## src/rtl/smbseq_pkg.sv

```systemverilog
package smbseq_pkg;
  localparam int FIELD_CNT  = 8;
  localparam int IDX_W      = $clog2(FIELD_CNT);
  localparam int POS_W      = $clog2(FIELD_CNT + 1);
  localparam int DATA_BYTES = 4;
  localparam int RD_LEN     = DATA_BYTES + 1;
  localparam int RDPOS_W    = $clog2(RD_LEN + 1);
  localparam logic [7:0] CRC_POLY = 8'h07;

  typedef enum logic [1:0] {CLS_BYTE, CLS_WORD, CLS_BLOCK, CLS_RSVD} xfer_cls_e;
  typedef enum logic [1:0] {OP_RD_DW, OP_WR_B, OP_WR_W, OP_WR_DW} op_e;
  typedef enum logic [1:0] {TX_CNT, TX_DATA, TX_PEC, TX_PAD} tx_sel_e;

  typedef struct packed {
    logic    crcClr;
    logic    crcUpd;
    logic    crcFromTx;
    logic    workClr;
    logic    workLoad;
    logic    fieldWr;
    logic    commit;
    logic    launch;
    logic    rdRewind;
    logic    rdAdvance;
    logic    rspLoad;
    tx_sel_e txSel;
  } strobe_t;

  function automatic logic [7:0] crc8Step(input logic [7:0] c, input logic [7:0] d);
    logic [7:0] r;
    r = c ^ d;
    for (int i = 0; i < 8; i++) r = r[7] ? ((r << 1) ^ CRC_POLY) : (r << 1);
    return r;
  endfunction
endpackage

```

## src/rtl/smbseq_datapath.sv

```systemverilog
module smbseq_datapath
  import smbseq_pkg::*;
(
  input  logic        clk,
  input  logic        rstN,
  input  strobe_t     st,
  input  logic [7:0]  rxByte,
  input  logic [7:0]  statusByte,
  input  logic [1:0]  cmdOp,
  input  logic        cmdMem,
  input  logic [31:0] rspData,
  output logic [7:0]  txByte,
  output logic        crcOk,
  output logic        rdPosZero,
  output logic [1:0]  reqOp,
  output logic        reqMem,
  output logic [31:0] reqAddr,
  output logic [31:0] reqData
);
  logic [FIELD_CNT-1:0][7:0] workF, keepF;
  logic [POS_W-1:0]          workPos, keepPos;
  logic [7:0]                crc;
  logic [RDPOS_W-1:0]        rdPos;
  logic [8*DATA_BYTES-1:0]   rdData;
  logic [31:0]               rawAddr, alignAddr;
  logic [7:0]                dataLane;

  always_ff @(posedge clk or negedge rstN) begin
    if (!rstN) begin
      workF <= '0; keepF <= '0; workPos <= '0; keepPos <= '0;
    end else begin
      if (st.workClr) begin
        workF <= '0; workPos <= '0;
      end else if (st.workLoad) begin
        workF <= keepF; workPos <= keepPos;
      end else if (st.fieldWr && workPos < POS_W'(FIELD_CNT)) begin
        workF[workPos[IDX_W-1:0]] <= rxByte;
        workPos <= workPos + 1'b1;
      end
      if (st.commit) begin
        keepF <= workF; keepPos <= workPos;
      end
    end
  end

  always_ff @(posedge clk or negedge rstN) begin
    if (!rstN) crc <= '0;
    else if (st.crcUpd) crc <= crc8Step(st.crcClr ? 8'h00 : crc, st.crcFromTx ? txByte : rxByte);
  end
  assign crcOk = (crc == 8'h00);

  always_ff @(posedge clk or negedge rstN) begin
    if (!rstN) rdPos <= '0;
    else if (st.rdRewind) rdPos <= '0;
    else if (st.rdAdvance && rdPos < RDPOS_W'(RD_LEN)) rdPos <= rdPos + 1'b1;
  end
  assign rdPosZero = (rdPos == '0);

  always_ff @(posedge clk or negedge rstN) begin
    if (!rstN) rdData <= '0;
    else if (st.rspLoad) rdData <= rspData;
  end

  always_comb begin
    if (cmdMem) rawAddr = {workF[0], workF[1], workF[2], workF[3]};
    else        rawAddr = {4'h0, workF[0], workF[1], workF[2][3:0], workF[3]};
    alignAddr = rawAddr;
    case (op_e'(cmdOp))
      OP_WR_W:            alignAddr[0]   = 1'b0;
      OP_WR_DW, OP_RD_DW: alignAddr[1:0] = 2'b00;
      default: ;
    endcase
  end

  always_ff @(posedge clk or negedge rstN) begin
    if (!rstN) begin
      reqAddr <= '0; reqData <= '0; reqOp <= '0; reqMem <= 1'b0;
    end else if (st.launch) begin
      reqAddr <= alignAddr;
      reqData <= {workF[7], workF[6], workF[5], workF[4]};
      reqOp   <= cmdOp;
      reqMem  <= cmdMem;
    end
  end

  always_comb begin
    dataLane = 8'hFF;
    if (rdPos == '0) dataLane = statusByte;
    for (int i = 0; i < DATA_BYTES; i++)
      if (rdPos == RDPOS_W'(i + 1)) dataLane = rdData[8*i +: 8];
  end

  always_comb begin
    case (st.txSel)
      TX_CNT:  txByte = 8'(RD_LEN) - 8'(rdPos);
      TX_DATA: txByte = dataLane;
      TX_PEC:  txByte = crc;
      default: txByte = 8'hFF;
    endcase
  end

  a_r2_pos_bound: assert property (@(posedge clk) disable iff (!rstN)
    workPos <= POS_W'(FIELD_CNT) && keepPos <= POS_W'(FIELD_CNT));
  a_r9_rdpos_bound: assert property (@(posedge clk) disable iff (!rstN)
    rdPos <= RDPOS_W'(RD_LEN));
  a_r8_keep_only_on_commit: assert property (@(posedge clk) disable iff (!rstN)
    !st.commit |=> $stable(keepF) && $stable(keepPos));
endmodule

```

## src/rtl/smbseq_ctrl.sv

```systemverilog
module smbseq_ctrl
  import smbseq_pkg::*;
(
  input  logic       clk,
  input  logic       rstN,
  input  logic       rxValid,
  input  logic       rxAddr,
  input  logic [7:0] rxByte,
  input  logic       rxStop,
  input  logic       txReq,
  input  logic [7:0] txByte,
  input  logic       crcOk,
  input  logic       rdPosZero,
  input  logic       reqReady,
  input  logic       rspValid,
  output strobe_t    st,
  output logic       reqValid,
  output logic [1:0] cmdOp,
  output logic       cmdMem,
  output logic [7:0] statusByte
);
  typedef enum logic [1:0] {S_IDLE, S_CMD, S_WPAY, S_RPH} state_e;
  state_e     state;
  logic [7:0] cmd, payIdx, cnt;
  logic       errFlag, busy, pendRead, badTx;
  xfer_cls_e  cls;
  logic       pecEn, isEnd, isData, goodW, errSet, errClr;
  logic [8:0] payLen, expLen, idx9;
  tx_sel_e    txSel;

  assign cls    = xfer_cls_e'(cmd[1:0]);
  assign pecEn  = cmd[4];
  assign isEnd  = cmd[6];
  assign cmdOp  = cmd[3:2];
  assign cmdMem = cmd[5];
  assign idx9   = {1'b0, payIdx};
  assign statusByte = {6'b0, busy, errFlag};

  always_comb begin
    case (cls)
      CLS_BYTE: payLen = 9'd1;
      CLS_WORD: payLen = 9'd2;
      default:  payLen = {1'b0, cnt} + 9'd1;
    endcase
    expLen = payLen + {8'b0, pecEn};
    isData = !(cls == CLS_BLOCK && payIdx == 8'd0) && idx9 < payLen;
    if (cls == CLS_BLOCK && payIdx == 8'd0) txSel = TX_CNT;
    else if (idx9 < payLen)                  txSel = TX_DATA;
    else if (idx9 == payLen && pecEn)        txSel = TX_PEC;
    else                                     txSel = TX_PAD;
    goodW = cls != CLS_RSVD && !badTx && idx9 == expLen && (!pecEn || crcOk);
  end

  always_comb begin
    st = '0;
    st.txSel = txSel;
    st.rspLoad = rspValid && busy && pendRead;
    case (state)
      S_IDLE: if (rxValid && rxAddr && !rxByte[0]) begin
        st.crcClr = 1'b1; st.crcUpd = 1'b1;
      end
      S_CMD: if (rxValid && !rxAddr) begin
        st.crcUpd = 1'b1;
        if (rxByte[7]) st.workClr = 1'b1;
        else           st.workLoad = 1'b1;
      end
      S_WPAY: begin
        if (rxValid) begin
          st.crcUpd = 1'b1;
          if (rxAddr) st.rdRewind = rxByte[0] && payIdx == 8'd0 && cmd[7];
          else        st.fieldWr = isData;
        end
        if (rxStop && goodW) begin
          st.commit = 1'b1;
          st.launch = isEnd && !busy;
        end
      end
      S_RPH: if (txReq) begin
        st.crcUpd = 1'b1; st.crcFromTx = 1'b1;
        st.rdAdvance = (txSel == TX_DATA);
      end
      default: ;
    endcase
  end

  assign errSet = rxStop && ((state == S_CMD) ||
                  (state == S_WPAY && (!goodW || (isEnd && busy))) ||
                  (state == S_RPH && cls == CLS_RSVD));
  assign errClr = state == S_RPH && txReq && txSel == TX_DATA && rdPosZero;

  always_ff @(posedge clk or negedge rstN) begin
    if (!rstN) begin
      state <= S_IDLE; cmd <= '0; payIdx <= '0; cnt <= '0; badTx <= 1'b0;
    end else if (rxStop) begin
      state <= S_IDLE;
    end else begin
      case (state)
        S_IDLE: if (rxValid && rxAddr && !rxByte[0]) state <= S_CMD;
        S_CMD: if (rxValid && !rxAddr) begin
          cmd <= rxByte; payIdx <= '0; badTx <= 1'b0; state <= S_WPAY;
        end
        S_WPAY: if (rxValid) begin
          if (rxAddr) begin
            if (rxByte[0] && payIdx == 8'd0) state <= S_RPH;
            else badTx <= 1'b1;
          end else begin
            if (cls == CLS_BLOCK && payIdx == 8'd0) cnt <= rxByte;
            if (payIdx != 8'hFF) payIdx <= payIdx + 1'b1;
          end
        end
        S_RPH: if (txReq) begin
          if (txSel == TX_CNT) cnt <= txByte;
          if (payIdx != 8'hFF) payIdx <= payIdx + 1'b1;
        end
        default: state <= S_IDLE;
      endcase
    end
  end

  always_ff @(posedge clk or negedge rstN) begin
    if (!rstN) begin
      reqValid <= 1'b0; busy <= 1'b0; pendRead <= 1'b0; errFlag <= 1'b0;
    end else begin
      if (st.launch) begin
        reqValid <= 1'b1; busy <= 1'b1; pendRead <= (op_e'(cmd[3:2]) == OP_RD_DW);
      end else begin
        if (reqReady) reqValid <= 1'b0;
        if (rspValid) busy <= 1'b0;
      end
      if (errSet)      errFlag <= 1'b1;
      else if (errClr) errFlag <= 1'b0;
    end
  end

  a_r3_launch_at_stop: assert property (@(posedge clk) disable iff (!rstN)
    $rose(reqValid) |-> $past(rxStop));
  a_r10_req_implies_busy: assert property (@(posedge clk) disable iff (!rstN)
    reqValid |-> busy);
  a_r7_no_launch_reserved: assert property (@(posedge clk) disable iff (!rstN)
    $rose(reqValid) |-> $past(cmd[1:0]) != 2'b11);
endmodule

```

## src/rtl/smbseq_top.sv

```systemverilog
module smbseq_top
  import smbseq_pkg::*;
(
  input  logic        clk,
  input  logic        rstN,
  input  logic        rxValid,
  input  logic        rxAddr,
  input  logic [7:0]  rxByte,
  input  logic        rxStop,
  input  logic        txReq,
  output logic [7:0]  txByte,
  output logic        reqValid,
  input  logic        reqReady,
  output logic        reqWrite,
  output logic        reqMem,
  output logic [1:0]  reqOp,
  output logic [31:0] reqAddr,
  output logic [31:0] reqData,
  input  logic        rspValid,
  input  logic [31:0] rspData
);
  strobe_t    st;
  logic       crcOk, rdPosZero, cmdMem;
  logic [1:0] cmdOp;
  logic [7:0] statusByte;

  smbseq_ctrl ctrl_i (
    .clk(clk), .rstN(rstN), .rxValid(rxValid), .rxAddr(rxAddr), .rxByte(rxByte),
    .rxStop(rxStop), .txReq(txReq), .txByte(txByte), .crcOk(crcOk),
    .rdPosZero(rdPosZero), .reqReady(reqReady), .rspValid(rspValid), .st(st),
    .reqValid(reqValid), .cmdOp(cmdOp), .cmdMem(cmdMem), .statusByte(statusByte)
  );

  smbseq_datapath dp_i (
    .clk(clk), .rstN(rstN), .st(st), .rxByte(rxByte), .statusByte(statusByte),
    .cmdOp(cmdOp), .cmdMem(cmdMem), .rspData(rspData), .txByte(txByte),
    .crcOk(crcOk), .rdPosZero(rdPosZero), .reqOp(reqOp), .reqMem(reqMem),
    .reqAddr(reqAddr), .reqData(reqData)
  );

  assign reqWrite = (reqOp != 2'b00);

  a_r5_word_align: assert property (@(posedge clk) disable iff (!rstN)
    reqValid && reqOp == 2'b10 |-> !reqAddr[0]);
  a_r5_dword_align: assert property (@(posedge clk) disable iff (!rstN)
    reqValid && (reqOp == 2'b11 || reqOp == 2'b00) |-> reqAddr[1:0] == 2'b00);
  a_r3_hold_stable: assert property (@(posedge clk) disable iff (!rstN)
    reqValid && !reqReady |=> reqValid && $stable(reqAddr) && $stable(reqData) && $stable(reqOp));
endmodule

```

## config.mk

```make
export PLATFORM = sky130hd
export DESIGN_NAME = smbseq_top
export DESIGN_NICKNAME = d
export VERILOG_FILES = /design/src/rtl/smbseq_pkg.sv /design/src/rtl/smbseq_datapath.sv /design/src/rtl/smbseq_ctrl.sv /design/src/rtl/smbseq_top.sv
export SDC_FILE = /design/constraint.sdc
export NUM_CORES = 1
export LEC_CHECK = 0
export BUFFER_PORTS_ARGS = -buffer_cell sky130_fd_sc_hd__buf_2
export CORE_MARGIN = 2
export CORE_UTILIZATION = 60
export DETAILED_ROUTE_END_ITERATION = 8
export PLACE_DENSITY = 0.8
export RECOVER_POWER = 25
export SETUP_SLACK_MARGIN = 0.02
export SLEW_MARGIN = 5
export SYNTH_ARGS = -nofsm -noshare
export SYNTH_HDL_FRONTEND = slang
export SYNTH_HIERARCHICAL = 1
export SYNTH_SLANG_ARGS = --single-unit
```

## constraint.sdc

```tcl
create_clock -name clk -period 5.4 [get_ports clk]
set_clock_uncertainty 0.05 [all_clocks]
set_input_delay 0.27 -clock clk [delete_from_list [all_inputs] [get_ports clk]]
set_output_delay 0.27 -clock clk [all_outputs]
set_load 0.02 [all_outputs]
```

**After elaboration in Yosys (flattened, before gate mapping)**

Cells that the tools add are included.
W data, S select, Z words.

- Add/subtract/negate cells: 6
- $lt $le $gt $ge: 5
- Equality and inequality tests: 31
- Multiplexer cells: 83
- Bitwise operators: 10
- Reduce and logical (&&, ||, !) cells: 60

Operator list:

| cell | count |
|---|---|
| $mux W64 | 3 |
| $mux W8 | 18 |
| $bwmux W64 | 1 |
| $pmux W8 S3 | 2 |
| $mux W32 | 1 |
| $mux W3 | 10 |
| $mux W2 | 13 |
| $logic_and A1 B1 Y1 | 25 |
| $mux W1 | 25 |
| $demux W8 S3 | 1 |
| $not A3 Y3 | 8 |
| $eq A8 B9 Y1 | 2 |
| $pmux W9 S2 | 1 |
| $reduce_and A6 Y1 | 3 |
| $logic_not A8 Y1 | 2 |
| $mux W4 | 4 |
| $pmux W8 S2 | 1 |
| $eq A2 B2 Y1 const B | 7 |
| $ne A2 B2 Y1 const B | 7 |
| $reduce_bool A2 Y1 | 7 |
| $add A8 B1 Y9 const B | 1 |
| $add A9 B1 Y9 | 1 |
| $lt A8 B9 Y1 | 1 |
| $ne A3 B2 Y1 const B | 3 |
| other kinds (30) | 48 |

- Register bits after elaboration: 277
- Input port bits: 48
- Output and inout bits: 77

**Longest topological paths before layout**

- Depth after elaboration: 27
- Depth in mapped cells: 21
- Mapped depth without buffers: 19

**By module**

Netlist, hierarchy kept.

Modules (own cells, without submodules):

| module | instances | cells an instance | area an instance (um^2) |
|---|---|---|---|
| smbseq_datapath | 1 | 964 | 11,395.9 |
| smbseq_ctrl | 1 | 305 | 2,591.2 |
| smbseq_top | 1 | 1 | 6.3 |

**Least setup slack after synthesis**

No wires, ideal clock.

- Path type: register to register
- From: register ctrl_i.cmd[1]
- To: register dp_i.crc[3]
- Setup time: 0.121 ns
- Data arrival time: 4.312 ns
- Setup slack: 0.917 ns
- Stages on the path, launching flop included: 21
- Buffers on the path: 2
- Period minus slack after synthesis: 4.483 ns
- Cell sequence: dfrtp_1 -> clkbuf_1 -> clkbuf_1 -> nor2b_1 -> a21o_1 -> inv_1 -> ha_1 -> nor2b_1 -> o21a_1 -> o21a_1 -> o41ai_1 -> a21boi_0 -> a21oi_1 -> and2b_1 -> o21ai_0 -> a21o_1 -> nand3_1 -> xnor3_1 -> o211a_1 -> nor4b_1 -> and4b_1

RTL lines:

| element | RTL line | RTL |
|---|---|---|
| from (decl) | smbseq_ctrl.sv:24 | `logic [7:0] cmd, payIdx, cnt;` |
| from (signal assigned) | smbseq_ctrl.sv:93 | `state <= S_IDLE; cmd <= '0; payIdx <= '0; cnt <= '0; badTx <= 1'b0;` |
| from (signal assigned) | smbseq_ctrl.sv:100 | `cmd <= rxByte; payIdx <= '0; badTx <= 1'b0; state <= S_WPAY;` |
| to (signal assigned) | smbseq_datapath.sv:48 | `else if (st.crcUpd) crc <= crc8Step(st.crcClr ? 8'h00 : crc, st.crcFromTx ? txByte : rxByte);` |
| to (decl) | smbseq_datapath.sv:22 | `logic [7:0] crc;` |

==> flow_summary_export.csv <==
group,metric,value,unit
run_status,status,"complete, but fails checks",
run_status,violations,"capacitance limit, slew limit",
placement,port_buffers,124,
final_layout,multi_input_area,0.00655,mm^2
synth,seq_area_frac_synth,0.495,
synth,synthDistinctLibCells,82,
die,initial_core_util,0.614,
final_layout,regArea,0.00693,mm^2
power,p_leak,0.00744,uW
placement,globalplace.congestion,0.933,
power,vdd_drop_max,0.294,mV
clocking,tritoncts,"yes",
synth,synth_common_cells,"dfrtp_1 (277), mux2_2 (156), nand2_1 (110)",
worst_setup_path,critPathLaunchType,"register",
clocking,h-tree-depth,1,
worst_setup_path,crit_chain,"nand3_1 -> or4_1 -> and2_1 -> ha_1 -> nand2_1 -> a21oi_1 -> o41ai_1 -> a21boi_0 -> buf_4 -> a21oi_1 -> and2b_1 -> o21ai_0 -> a21o_1 -> nand3_1 -> xnor3_1 -> o211a_1 -> nor4b_1 -> and4b_1",
global_routing,grt_pass1_wl,55.3,mm
final_layout,fin_util,0.712,
drt,dr.pass1.iters,5,
drt,drc,0,
timing,setup_violations,0,
clocking,cts_made_buffers,28,
timing,maxSlewViolCount,130,
clocking,clk-insertion-delay-late,0.57,ns
worst_setup_path,crit_fanout,6,
synth,yosys.area.top_type,"dfrtp_1",
die,die_x,157,um
worst_setup_path,r2r_cells,18,
worst_setup_path,worstPathArrival,5.13,ns
global_routing,gr-total-overflow,0,
timing,max_freq,211,MHz
worst_setup_path,required,5.80,ns
clocking,clkSinkCount,277,
drt,routedWlPerCell,19.6,um
synth,synth_edf_count,0,
placement,place_hpwl,21.4,mm
synth,synth_most_common_cell,"dfrtp_1",
clocking,cts_setup_buffers,0,
synth,synth-main-ff-cell,"dfrtp_1",
timing,rsz0062_at_grt,"no",
synth,synth_top_area_frac,0.495,
die,pin_count,125,
drt,vias_per_cell,6.05,
final_layout,drive_gt1_frac,0.253,
synth,synthesis.area,0.0140,mm^2
worst_setup_path,crit_slowest_cell,"or4_1",
die,core_area,0.0228,mm^2
die,die_h,157,um
synth,synth-seq-cells,277,
drt,finalWirelength,33.9,mm
timing,worst_pin_slew,3.20,ns
timing,fin_crit,4.73,ns
synth,yosys-top-cells-area,"dfrtp_1 (50%), mux2_2 (13%), o31ai_1 (3.6%)",
drt,vias,10500,
job,drv_cap,1,
timing,slew-limit-headroom,-1.13,
drt,antenna_left,0,
power,power_density,408,mW/mm^2
synth,synthCells,1270,
hold_path,hold_class,"in2reg",
timing,final_min_period_over_clock_period,0.877,
final_layout,nets,1470,
final_layout,antenna-diode-count,0,
placement,place_inst,1640,
timing,fin_setup_tns,0,ns
clocking,max-clock-path-buffers,3,
global_routing,first_global_vias,10500,
worst_setup_path,end_kind,"register",
final_layout,syn_to_final_growth,15.8,%
clocking,path_clk_slew,0.06,ns
synth,synth_warnings,6,
clocking,root_buffer,"clkbuf_16",
global_routing,antenna_found_initial,0,
die,rows,55,
hold_path,holdPathStages,3,
final_layout,final_cells,1730,
die,die_area,0.0246,mm^2
timing,hold_viol_final,0,
worst_setup_path,worstSetupPathType,"reg2reg",
drt,drt_iter0_markers,758,
final_layout,n_fill_cell,1634,
synth,synth-async-reset-ratio,1.00,
worst_setup_path,max_stage_delay,0.61,ns
synth,synth_area_per_cell,11.0,um^2
global_routing,grt_start_max_net_pins,131,
global_routing,track_usage,0.281,
worst paths after layout:
check / endpoint / start / slack [ns]
hold / removal: ctrl_i/cmd[1]$_DFFE_PN0P_ / rxByte[1] / 0.02
hold reg to reg: dp_i/reqData[8]$_DFFE_PN0P_ / dp_i/reqData[8]$_DFFE_PN0P_ / 0.45
setup reg to reg: dp_i/crc[3]$_DFFE_PN0P_ / ctrl_i/cnt[2]$_DFFE_PN0P_ / 0.67
max in group asynchronous: ctrl_i/reqValid$_DFFE_PN0P_ / rstN / 2.17
setup / recovery: dp_i/crc[3]$_DFFE_PN0P_ / ctrl_i/cnt[2]$_DFFE_PN0P_ / 0.67
min in group asynchronous: dp_i/rdData[17]$_DFFE_PN0P_ / rstN / 1.20
critical path, delay by kind of cell (launching register included):
family                   cells  cell delay (ns)
AO/OA/AOI/OAI                7             1.15
XOR/XNOR                     1             0.45
adder cells (fa/ha/maj)      1             0.28
buffers and inverters        1             0.18
flip-flops                   1             0.44
AND/OR/NAND/NOR              8             2.06
repair_timing:
action | 4_1_cts | 5_1_grt
hold endpoints to repair | 166 | 1
gates resized for setup | 0 | 0
hold buffers | 38 | 1
state kept, by name, indices dropped and copies added (netlist names), 2 cells and up:
| name | count |
|---|---|
| dp_i/reqOp | 2 |
| ctrl_i/cmd | 8 |
| dp_i/rdData | 32 |
| dp_i/reqAddr | 32 |
| ctrl_i/payIdx | 8 |
| ctrl_i/cnt | 8 |
| dp_i/workF | 64 |
| dp_i/rdPos | 3 |
| dp_i/keepF | 64 |
| ctrl_i/state | 2 |
| dp_i/workPos | 4 |
| dp_i/crc | 8 |
| dp_i/keepPos | 4 |
| dp_i/reqData | 32 |
kinds of logic after synthesis:
logic type	after synthesis	share of synthesized area
mux	187	0.148
xor+xnor	39	0.0290
buf+inv	126	0.0393
compound gates	311	0.156
flops	277	0.495
fa+ha+maj	26	0.0232
simple gates	303	0.108
other cells	1	0.000268
layout by cell type (no fill, tap or decap), types with 16 or more instances in the layout:
cell	instances
buf_4	25
nand2_1	110
mux2_2	156
o21ai_0	51
dfrtp_1	277
clkbuf_1	31
nor2_1	57
nor2b_1	19
clkbuf_16	28
inv_1	26
ha_1	26
a21oi_1	56
nand2b_1	16
dlygate4sd3_1	39
xnor2_1	22
mux2i_1	29
buf_2	94
nand3_1	23
a22oi_1	64
o31ai_1	68
through the flow:
step | total power, uW | worst slack (ns) | hold slack [ns] | cell area, um^2
6_report | 6610 | 0.665 | 0.0249 | 16200
5_1_grt | 6950 | 0.263 | 0.0143 | 16200
4_1_cts | 6610 | 0.743 | 0.00368 | 16200
3_5_place_dp | 4480 | 0.758 | 0.386 | 14800
3_3_place_gp | 4430 | 0.887 | 0.378 | 14800
2_1_floorplan | 3910 | 0.917 | -0.0756 | 14000
cell type report:
type / instances / share of cell area
clock buffer: 35 / 0.0479
clock inverter: 16 / 0.0154
tap: 313 / 0.0242
timing repair buffer: 190 / 0.0742
sequential: 277 / 0.428
multi-input combinational: 872 / 0.404
inverter: 27 / 0.00641
layer usage:
layer / vias to the layer above / track usage / part of all wire
met5: - / 0 / 0
met4: 0 / 0.0891 / 0.026
met3: 65 / 0.0426 / 0.054
met2: 319 / 0.454 / 0.48
met1: 5234 / 0.395 / 0.44
li1: 4851 / - / -
power by group:
group          internal (uW)  switching (uW)  leakage (uW)
clock                   1270             845      0.000486
sequential              2260             231       0.00379
combinational            832            1170       0.00317
Power figures use the tool's default switching activity.
